$ cat config.mk
export PLATFORM = sky130hd
export DESIGN_NAME = wdog_feedlock
export DESIGN_NICKNAME = d
export VERILOG_FILES = /design/src/rtl/wdog_pkg.sv /design/src/rtl/wdog_prescale.sv /design/src/rtl/wdog_feed_seq.sv /design/src/rtl/wdog_countdown.sv /design/src/rtl/wdog_feedlock.sv
export SDC_FILE = /design/constraint.sdc
export NUM_CORES = 1
export LEC_CHECK = 0
export CELL_PAD_IN_SITES_DETAIL_PLACEMENT = 2
export CELL_PAD_IN_SITES_GLOBAL_PLACEMENT = 2
export CORE_MARGIN = 5
export CORE_UTILIZATION = 32
export DETAILED_ROUTE_END_ITERATION = 8
export PLACE_DENSITY = 0.93
export SYNTH_ARGS = -nofsm -noshare
export SYNTH_HDL_FRONTEND = slang
export SYNTH_SLANG_ARGS = --single-unit
$ cat constraint.sdc
create_clock -name clk -period 4.1 [get_ports clk]
set_input_delay 0.615 -clock clk [delete_from_list [all_inputs] [get_ports clk]]
set_output_delay 0.615 -clock clk [all_outputs]
set_load 0.03 [all_outputs]
$ cat src/rtl/wdog_pkg.sv
package wdog_pkg;

    typedef enum logic [1:0] {
        REG_MODE   = 2'd0,
        REG_RELOAD = 2'd1,
        REG_FEED   = 2'd2,
        REG_VALUE  = 2'd3
    } wdog_reg_e;

    typedef enum logic {
        SEQ_IDLE = 1'b0,
        SEQ_HALF = 1'b1
    } wdog_seq_e;

    localparam logic [7:0] KEY_OPEN  = 8'hAA;
    localparam logic [7:0] KEY_CLOSE = 8'h55;

endpackage

$ cat src/rtl/wdog_prescale.sv
module wdog_prescale #(
    parameter int DIV = 4
) (
    input  logic clk,
    input  logic rst_n,
    input  logic clr,
    output logic tick
);
    localparam int PW = (DIV > 2) ? $clog2(DIV) : 1;
    localparam logic [PW-1:0] LAST = PW'(DIV - 1);

    logic [PW-1:0] pre_d, pre_q;

    assign tick = (pre_q == LAST);

    always_comb begin
        pre_d = pre_q + PW'(1);
        if (clr || tick) pre_d = '0;
    end

    always_ff @(posedge clk or negedge rst_n) begin
        if (!rst_n) pre_q <= '0;
        else        pre_q <= pre_d;
    end

    // ticks are never adjacent
    a_r1_tick_gap: assert property (@(posedge clk) disable iff (!rst_n)
        tick |=> !tick);

    // a clear restarts the phase, so no tick on the next cycle
    a_r1_clear_restarts: assert property (@(posedge clk) disable iff (!rst_n)
        clr |=> !tick);

endmodule

$ cat src/rtl/wdog_feed_seq.sv
module wdog_feed_seq
    import wdog_pkg::*;
(
    input  logic       clk,
    input  logic       rst_n,
    input  logic       acc,
    input  logic       feed_wr,
    input  logic [7:0] key,
    output logic       feed_ok,
    output logic       feed_bad
);
    wdog_seq_e seq_d, seq_q;

    always_comb begin
        seq_d    = seq_q;
        feed_ok  = 1'b0;
        feed_bad = 1'b0;
        case (seq_q)
            SEQ_IDLE: begin
                if (feed_wr && key == KEY_OPEN) seq_d = SEQ_HALF;
            end
            SEQ_HALF: begin
                if (acc) begin
                    seq_d = SEQ_IDLE;
                    if (feed_wr && key == KEY_CLOSE) feed_ok  = 1'b1;
                    else                             feed_bad = 1'b1;
                end
            end
            default: seq_d = SEQ_IDLE;
        endcase
    end

    always_ff @(posedge clk or negedge rst_n) begin
        if (!rst_n) seq_q <= SEQ_IDLE;
        else        seq_q <= seq_d;
    end

    // a sequence closes once; the next cycle cannot close another
    a_r7_seq_closes: assert property (@(posedge clk) disable iff (!rst_n)
        (feed_ok || feed_bad) |=> !(feed_ok || feed_bad));

    // a close needs an access in that cycle
    a_r3_close_on_access: assert property (@(posedge clk) disable iff (!rst_n)
        (feed_ok || feed_bad) |-> acc);

endmodule

$ cat src/rtl/wdog_countdown.sv
module wdog_countdown #(
    parameter int CNT_W   = 24,
    parameter int RST_VAL = 255
) (
    input  logic             clk,
    input  logic             rst_n,
    input  logic             run,
    input  logic             tick,
    input  logic             load,
    input  logic [CNT_W-1:0] load_val,
    output logic [CNT_W-1:0] count,
    output logic             expire
);
    logic [CNT_W-1:0] cnt_d, cnt_q;

    assign expire = run && tick && !load && (cnt_q == '0);
    assign count  = cnt_q;

    always_comb begin
        cnt_d = cnt_q;
        if (load || expire)   cnt_d = load_val;
        else if (run && tick) cnt_d = cnt_q - CNT_W'(1);
    end

    always_ff @(posedge clk or negedge rst_n) begin
        if (!rst_n) cnt_q <= CNT_W'(RST_VAL);
        else        cnt_q <= cnt_d;
    end

    // one step down per tick while running
    a_r2_step: assert property (@(posedge clk) disable iff (!rst_n)
        (run && tick && !load && cnt_q != '0) |=> (cnt_q == $past(cnt_q) - CNT_W'(1)));

    // no movement while idle and not loading
    a_r4_idle_hold: assert property (@(posedge clk) disable iff (!rst_n)
        (!run && !load) |=> $stable(cnt_q));

endmodule

$ cat src/rtl/wdog_feedlock.sv
module wdog_feedlock #(
    parameter int DATA_W     = 32,
    parameter int ADDR_W     = 4,
    parameter int CNT_W      = 24,
    parameter int DIV        = 4,
    parameter int RELOAD_MIN = 255
) (
    input  logic              clk,
    input  logic              rst_n,
    input  logic [ADDR_W-1:0] bus_addr,
    input  logic              bus_wr,
    input  logic              bus_rd,
    input  logic [DATA_W-1:0] bus_wdata,
    output logic [DATA_W-1:0] bus_rdata,
    output logic              wdt_reset
);
    import wdog_pkg::*;

    localparam logic [CNT_W-1:0] MIN_V = CNT_W'(RELOAD_MIN);

    typedef struct packed {
        logic             en;
        logic             rst_en;
        logic             armed;
        logic [CNT_W-1:0] reload;
        logic             pulse;
    } ctl_t;

    ctl_t d, q;

    logic             in_range;
    wdog_reg_e        idx;
    logic             acc;
    logic             wr_mode, wr_reload, wr_feed;
    logic             feed_ok, feed_bad;
    logic             tick, expire;
    logic [CNT_W-1:0] tv;
    logic [CNT_W-1:0] wr_val;
    logic             unused_bits;

    assign in_range  = ((bus_addr >> 4) == '0);
    assign idx       = wdog_reg_e'(bus_addr[3:2]);
    assign acc       = bus_wr || bus_rd;
    assign wr_mode   = bus_wr && in_range && (idx == REG_MODE);
    assign wr_reload = bus_wr && in_range && (idx == REG_RELOAD);
    assign wr_feed   = bus_wr && in_range && (idx == REG_FEED);
    assign wr_val    = bus_wdata[CNT_W-1:0];
    assign unused_bits = ^{bus_wdata[DATA_W-1:CNT_W], bus_addr[1:0]};

    wdog_feed_seq u_seq (
        .clk      (clk),
        .rst_n    (rst_n),
        .acc      (acc),
        .feed_wr  (wr_feed),
        .key      (bus_wdata[7:0]),
        .feed_ok  (feed_ok),
        .feed_bad (feed_bad)
    );

    wdog_prescale #(.DIV(DIV)) u_pre (
        .clk   (clk),
        .rst_n (rst_n),
        .clr   (feed_ok),
        .tick  (tick)
    );

    wdog_countdown #(.CNT_W(CNT_W), .RST_VAL(RELOAD_MIN)) u_cnt (
        .clk      (clk),
        .rst_n    (rst_n),
        .run      (q.armed),
        .tick     (tick),
        .load     (feed_ok),
        .load_val (q.reload),
        .count    (tv),
        .expire   (expire)
    );

    always_comb begin
        d       = q;
        d.pulse = 1'b0;
        if (wr_mode) begin
            d.en     = q.en     | bus_wdata[0];
            d.rst_en = q.rst_en | bus_wdata[1];
        end
        if (wr_reload) d.reload = (wr_val < MIN_V) ? MIN_V : wr_val;
        if (feed_ok && q.en) d.armed = 1'b1;
        d.pulse = q.rst_en && ((q.armed && feed_bad) || expire);
    end

    always_ff @(posedge clk or negedge rst_n) begin
        if (!rst_n) q <= '{en: 1'b0, rst_en: 1'b0, armed: 1'b0, reload: MIN_V, pulse: 1'b0};
        else        q <= d;
    end

    always_comb begin
        bus_rdata = '0;
        if (in_range) begin
            case (idx)
                REG_MODE:   bus_rdata = DATA_W'({q.rst_en, q.en});
                REG_RELOAD: bus_rdata = DATA_W'(q.reload);
                REG_VALUE:  bus_rdata = DATA_W'(tv);
                default:    bus_rdata = '0;
            endcase
        end
    end

    assign wdt_reset = q.pulse;

    // control bits never clear
    a_r5_en_sticky: assert property (@(posedge clk) disable iff (!rst_n)
        q.en |=> q.en);
    a_r5_rsten_sticky: assert property (@(posedge clk) disable iff (!rst_n)
        q.rst_en |=> q.rst_en);

    // arming follows a completed sequence with enable set
    a_r4_arm_needs_feed: assert property (@(posedge clk) disable iff (!rst_n)
        $rose(q.armed) |-> $past(feed_ok && q.en));

    // a completed sequence loads the count from the reload register
    a_r3_feed_loads: assert property (@(posedge clk) disable iff (!rst_n)
        feed_ok |=> (tv == $past(q.reload)));

    // no pulse without reset-enable
    a_r6_quiet: assert property (@(posedge clk) disable iff (!rst_n)
        !q.rst_en |=> !wdt_reset);

    // pulse lasts one clock
    a_r11_single_pulse: assert property (@(posedge clk) disable iff (!rst_n)
        wdt_reset |=> !wdt_reset);

    // stored reload never below the floor
    a_r9_reload_floor: assert property (@(posedge clk) disable iff (!rst_n)
        q.reload >= MIN_V);

endmodule

==> impl_metrics.tcl <==
set metrics [dict create \
    status "completed" \
    ios 73 \
    reg2reg_depth 6 \
    synth_top_family_by_area "simple AND/OR/NAND/NOR gates" \
    fin_crit_sh_pct 81.3 \
    timing.slew.headroom_pct 30.3 \
    die_y_um 109 \
    async_flop_share_pct 100 \
    initial_core_util_pct 32.5 \
    max-clock-path-buffers 2 \
    insertion_delay_ns 0.32 \
    total_power_uw 1170 \
    dp_hpwl_mm 7.00 \
    dr.first_iter.drc_count 97 \
    setup_viol 0 \
    ctsResizeCount 0 \
    avgSynthCellArea_um2 9.15 \
    synth_edf_count 0 \
    synth_compound_area_share_pct 9.36 \
    die-area_um2 11900 \
    slew_viol_final 0 \
    r2r_start "u_cnt.count[2]$_DFFE_PN1P_" \
    power_density_nw_per_um2 304 \
    synth_xor_area_share_pct 6.16 \
    drv_cap 0 \
    worstSetupStartpoint "bus_addr[2]" \
    vias 2676 \
    synthMuxAreaShare_pct 7.68 \
    grt_max_degree 31 \
    synth_ff_type "dfrtp_1" \
    hold_viol 0 \
    fillers 1106 \
    tritoncts "built" \
    antennaDiodeCount 0 \
    clk_pin_slew_worst_paths_ns 0.12 \
    cts_root_buf "clkbuf_8" \
    dr.pass1.iters 4 \
    dp_cells 517 \
    crit_required_ns 3.48 \
    yosys.area_share.simple_pct 25.8 \
    grt.total_usage_pct 17.5 \
    cts-buffers-inserted 5 \
    cts_htree_levels 2 \
    synthCells 342 \
    yosysUniqueCellTypes 41 \
    synthAdderAreaFrac_pct 1.20 \
    rsz0062_at_grt "no" \
    crit_arrival_ns 2.72 \
    max-vdd-ir-drop_uv 116 \
    cp-end-kind "primary output" \
    cp-start-kind "primary input" \
    worstMarginPinSlew_ns 1.03 \
    final_antenna_net_count 0 \
    layout.nets 434 \
    syn_area_um2 3130 \
    period_minus_slack_ns 3.33 \
    holdCritPathClass "primary input to async pin" \
    yosysWarnings 0 \
    place_area_um2 3750 \
    fmax_mhz 300 \
    core_um2 9640 \
    skew_ns 0.0135 \
    ys_ff_latch 55 \
    grt_pass1_vias 3040 \
    critPathKind "primary input to primary output" \
    critPathMaxFanout 19 \
    io_buffers 54 \
    viasPerCell 5.10 \
    postCtsSetupBuffers 0 \
    grt_pass1_wl_mm 16.2 \
    route.detailed.drc 0 \
    ys_seq_area_share_pct 44.6 \
    finalInstanceArea_um2 3840 \
    overflow 0 \
    routedWlPerCell_um 18.9 \
    drive_above_1_share_pct 8.67 \
    antenna_found_initial 0 \
    die_x_um 109 \
    final.setup.tns_ns 0 \
    syn_to_final_growth_pct 22.9 \
    cts.sinks 55 \
    rows 36 \
    p_leak_uw 0.00160 \
    hold_buffers 0 \
    gp_congestion 0.766 \
    wirelength_mm 9.91 \
    final_cells 525 \
]
worst paths after layout:
check                                         endpoint  slack (ns)
max in group asynchronous             q[4]$_DFFE_PN1P_        2.90
min reg2reg                   u_pre.pre_q[0]$_DFF_PN0_        0.46
max                                      bus_rdata[13]        0.77
min in group clk              u_pre.pre_q[0]$_DFF_PN0_        0.46
min                        u_cnt.count[15]$_DFFE_PN0P_        0.32
max reg2reg                u_cnt.count[21]$_DFFE_PN0P_        0.78
registers in the layout (all words and copies together), names as in the netlist:
name	cells
wdt_reset	1
u_seq.seq_q	1
u_pre.pre_q	2
u_cnt.count	24
q	27
critical path, cell delays in order:
cell and delay, ns:
clkdlybuf4s50_1 0.94, buf_4 0.31, nor2b_1 0.15, clkdlybuf4s50_1 0.69
cell usage after synthesis, types with 3 or more instances:
cell,count,share of area (%)
nand2_1,82,9.8
dfrtp_1,39,31
mux2i_1,24,7.7
o21ai_0,24,3.8
nor2b_1,23,4.6
xnor2_1,18,5.0
dfstp_2,16,13
nor3_1,12,1.9
nor2_1,11,1.3
clkbuf_1,10,1.2
nor4_1,10,2.0
buf_4,9,2.2
o22a_1,8,2.2
nand3_1,7,1.1
o21ai_1,4,0.64
xor2_1,4,1.1
a21o_1,3,0.72
a21oi_1,3,0.48
buf_6,3,1.1
ha_1,3,1.2
cell families (layout without fill, tap and decap cells):
family                   count (synthesis)  count (layout)
buffers and inverters                   27              70
adder cells (fa/ha/maj)                  3               3
flip-flops                              55              55
AO/OA/AOI/OAI                           45              45
other                                    1               8
XOR/XNOR                                22              22
multiplexers                            24              24
AND/OR/NAND/NOR                        165             165
metrics by stage:
step	hold WS [ns]	setup slack, ns	util [%]
after floorplan	0.319	1.40	-
after global placement	0.427	0.789	38.9
after detailed placement	0.446	0.645	38.9
after CTS	0.326	0.763	39.9
after global routing	0.373	0.584	39.9
final	0.323	0.767	39.9
layout by cell type (no fill, tap or decap), drive strengths merged, types with 2 or more instances in the layout:
| cell | instances |
|---|---|
| clkbuf | 5 |
| o22a | 8 |
| or3 | 2 |
| a21o | 3 |
| xor2 | 4 |
| dfrtp | 39 |
| conb | 8 |
| mux2i | 24 |
| a21oi | 3 |
| nand3b | 2 |
| nand4b | 2 |
| xnor2 | 18 |
| nor4 | 10 |
| clkdlybuf4s50 | 53 |
| nor3 | 12 |
| nand2b | 2 |
| nand3 | 7 |
| or4 | 2 |
| nor4bb | 2 |
| buf | 7 |
| inv | 2 |
| o21ai | 28 |
| nor2b | 23 |
| nand2 | 82 |
| dfstp | 16 |
| clkinv | 2 |
| ha | 3 |
| nor2 | 11 |
| nor3b | 2 |
power breakdown:
group	switching [uW]	internal [uW]
clock network	196	123
logic	124	98.8
registers	36.3	592
metal layers:
metal / routed length [um] / track usage [%] / vias to the layer above
li1: - / - / 1255
met1: 4350 / 21.6 / 1356
met2: 5040 / 30.9 / 45
met3: 247 / 2.43 / 20
met4: 264 / 6.67 / 0
met5: 0 / 0 / -
final cells by class:
| cell class | count | area (um2) | area share [%] |
|---|---|---|---|
| timing repair buffer | 60 | 581 | 15.1 |
| clock buffer | 5 | 68.8 | 1.79 |
| multi-input combinational | 267 | 1600 | 41.6 |
| tap | 133 | 166 | 4.33 |
| sequential | 55 | 1400 | 36.3 |
| clock inverter | 3 | 25.0 | 0.651 |
| inverter | 2 | 7.51 | 0.195 |
No activity file was read; power rests on OpenSTA's default activity.
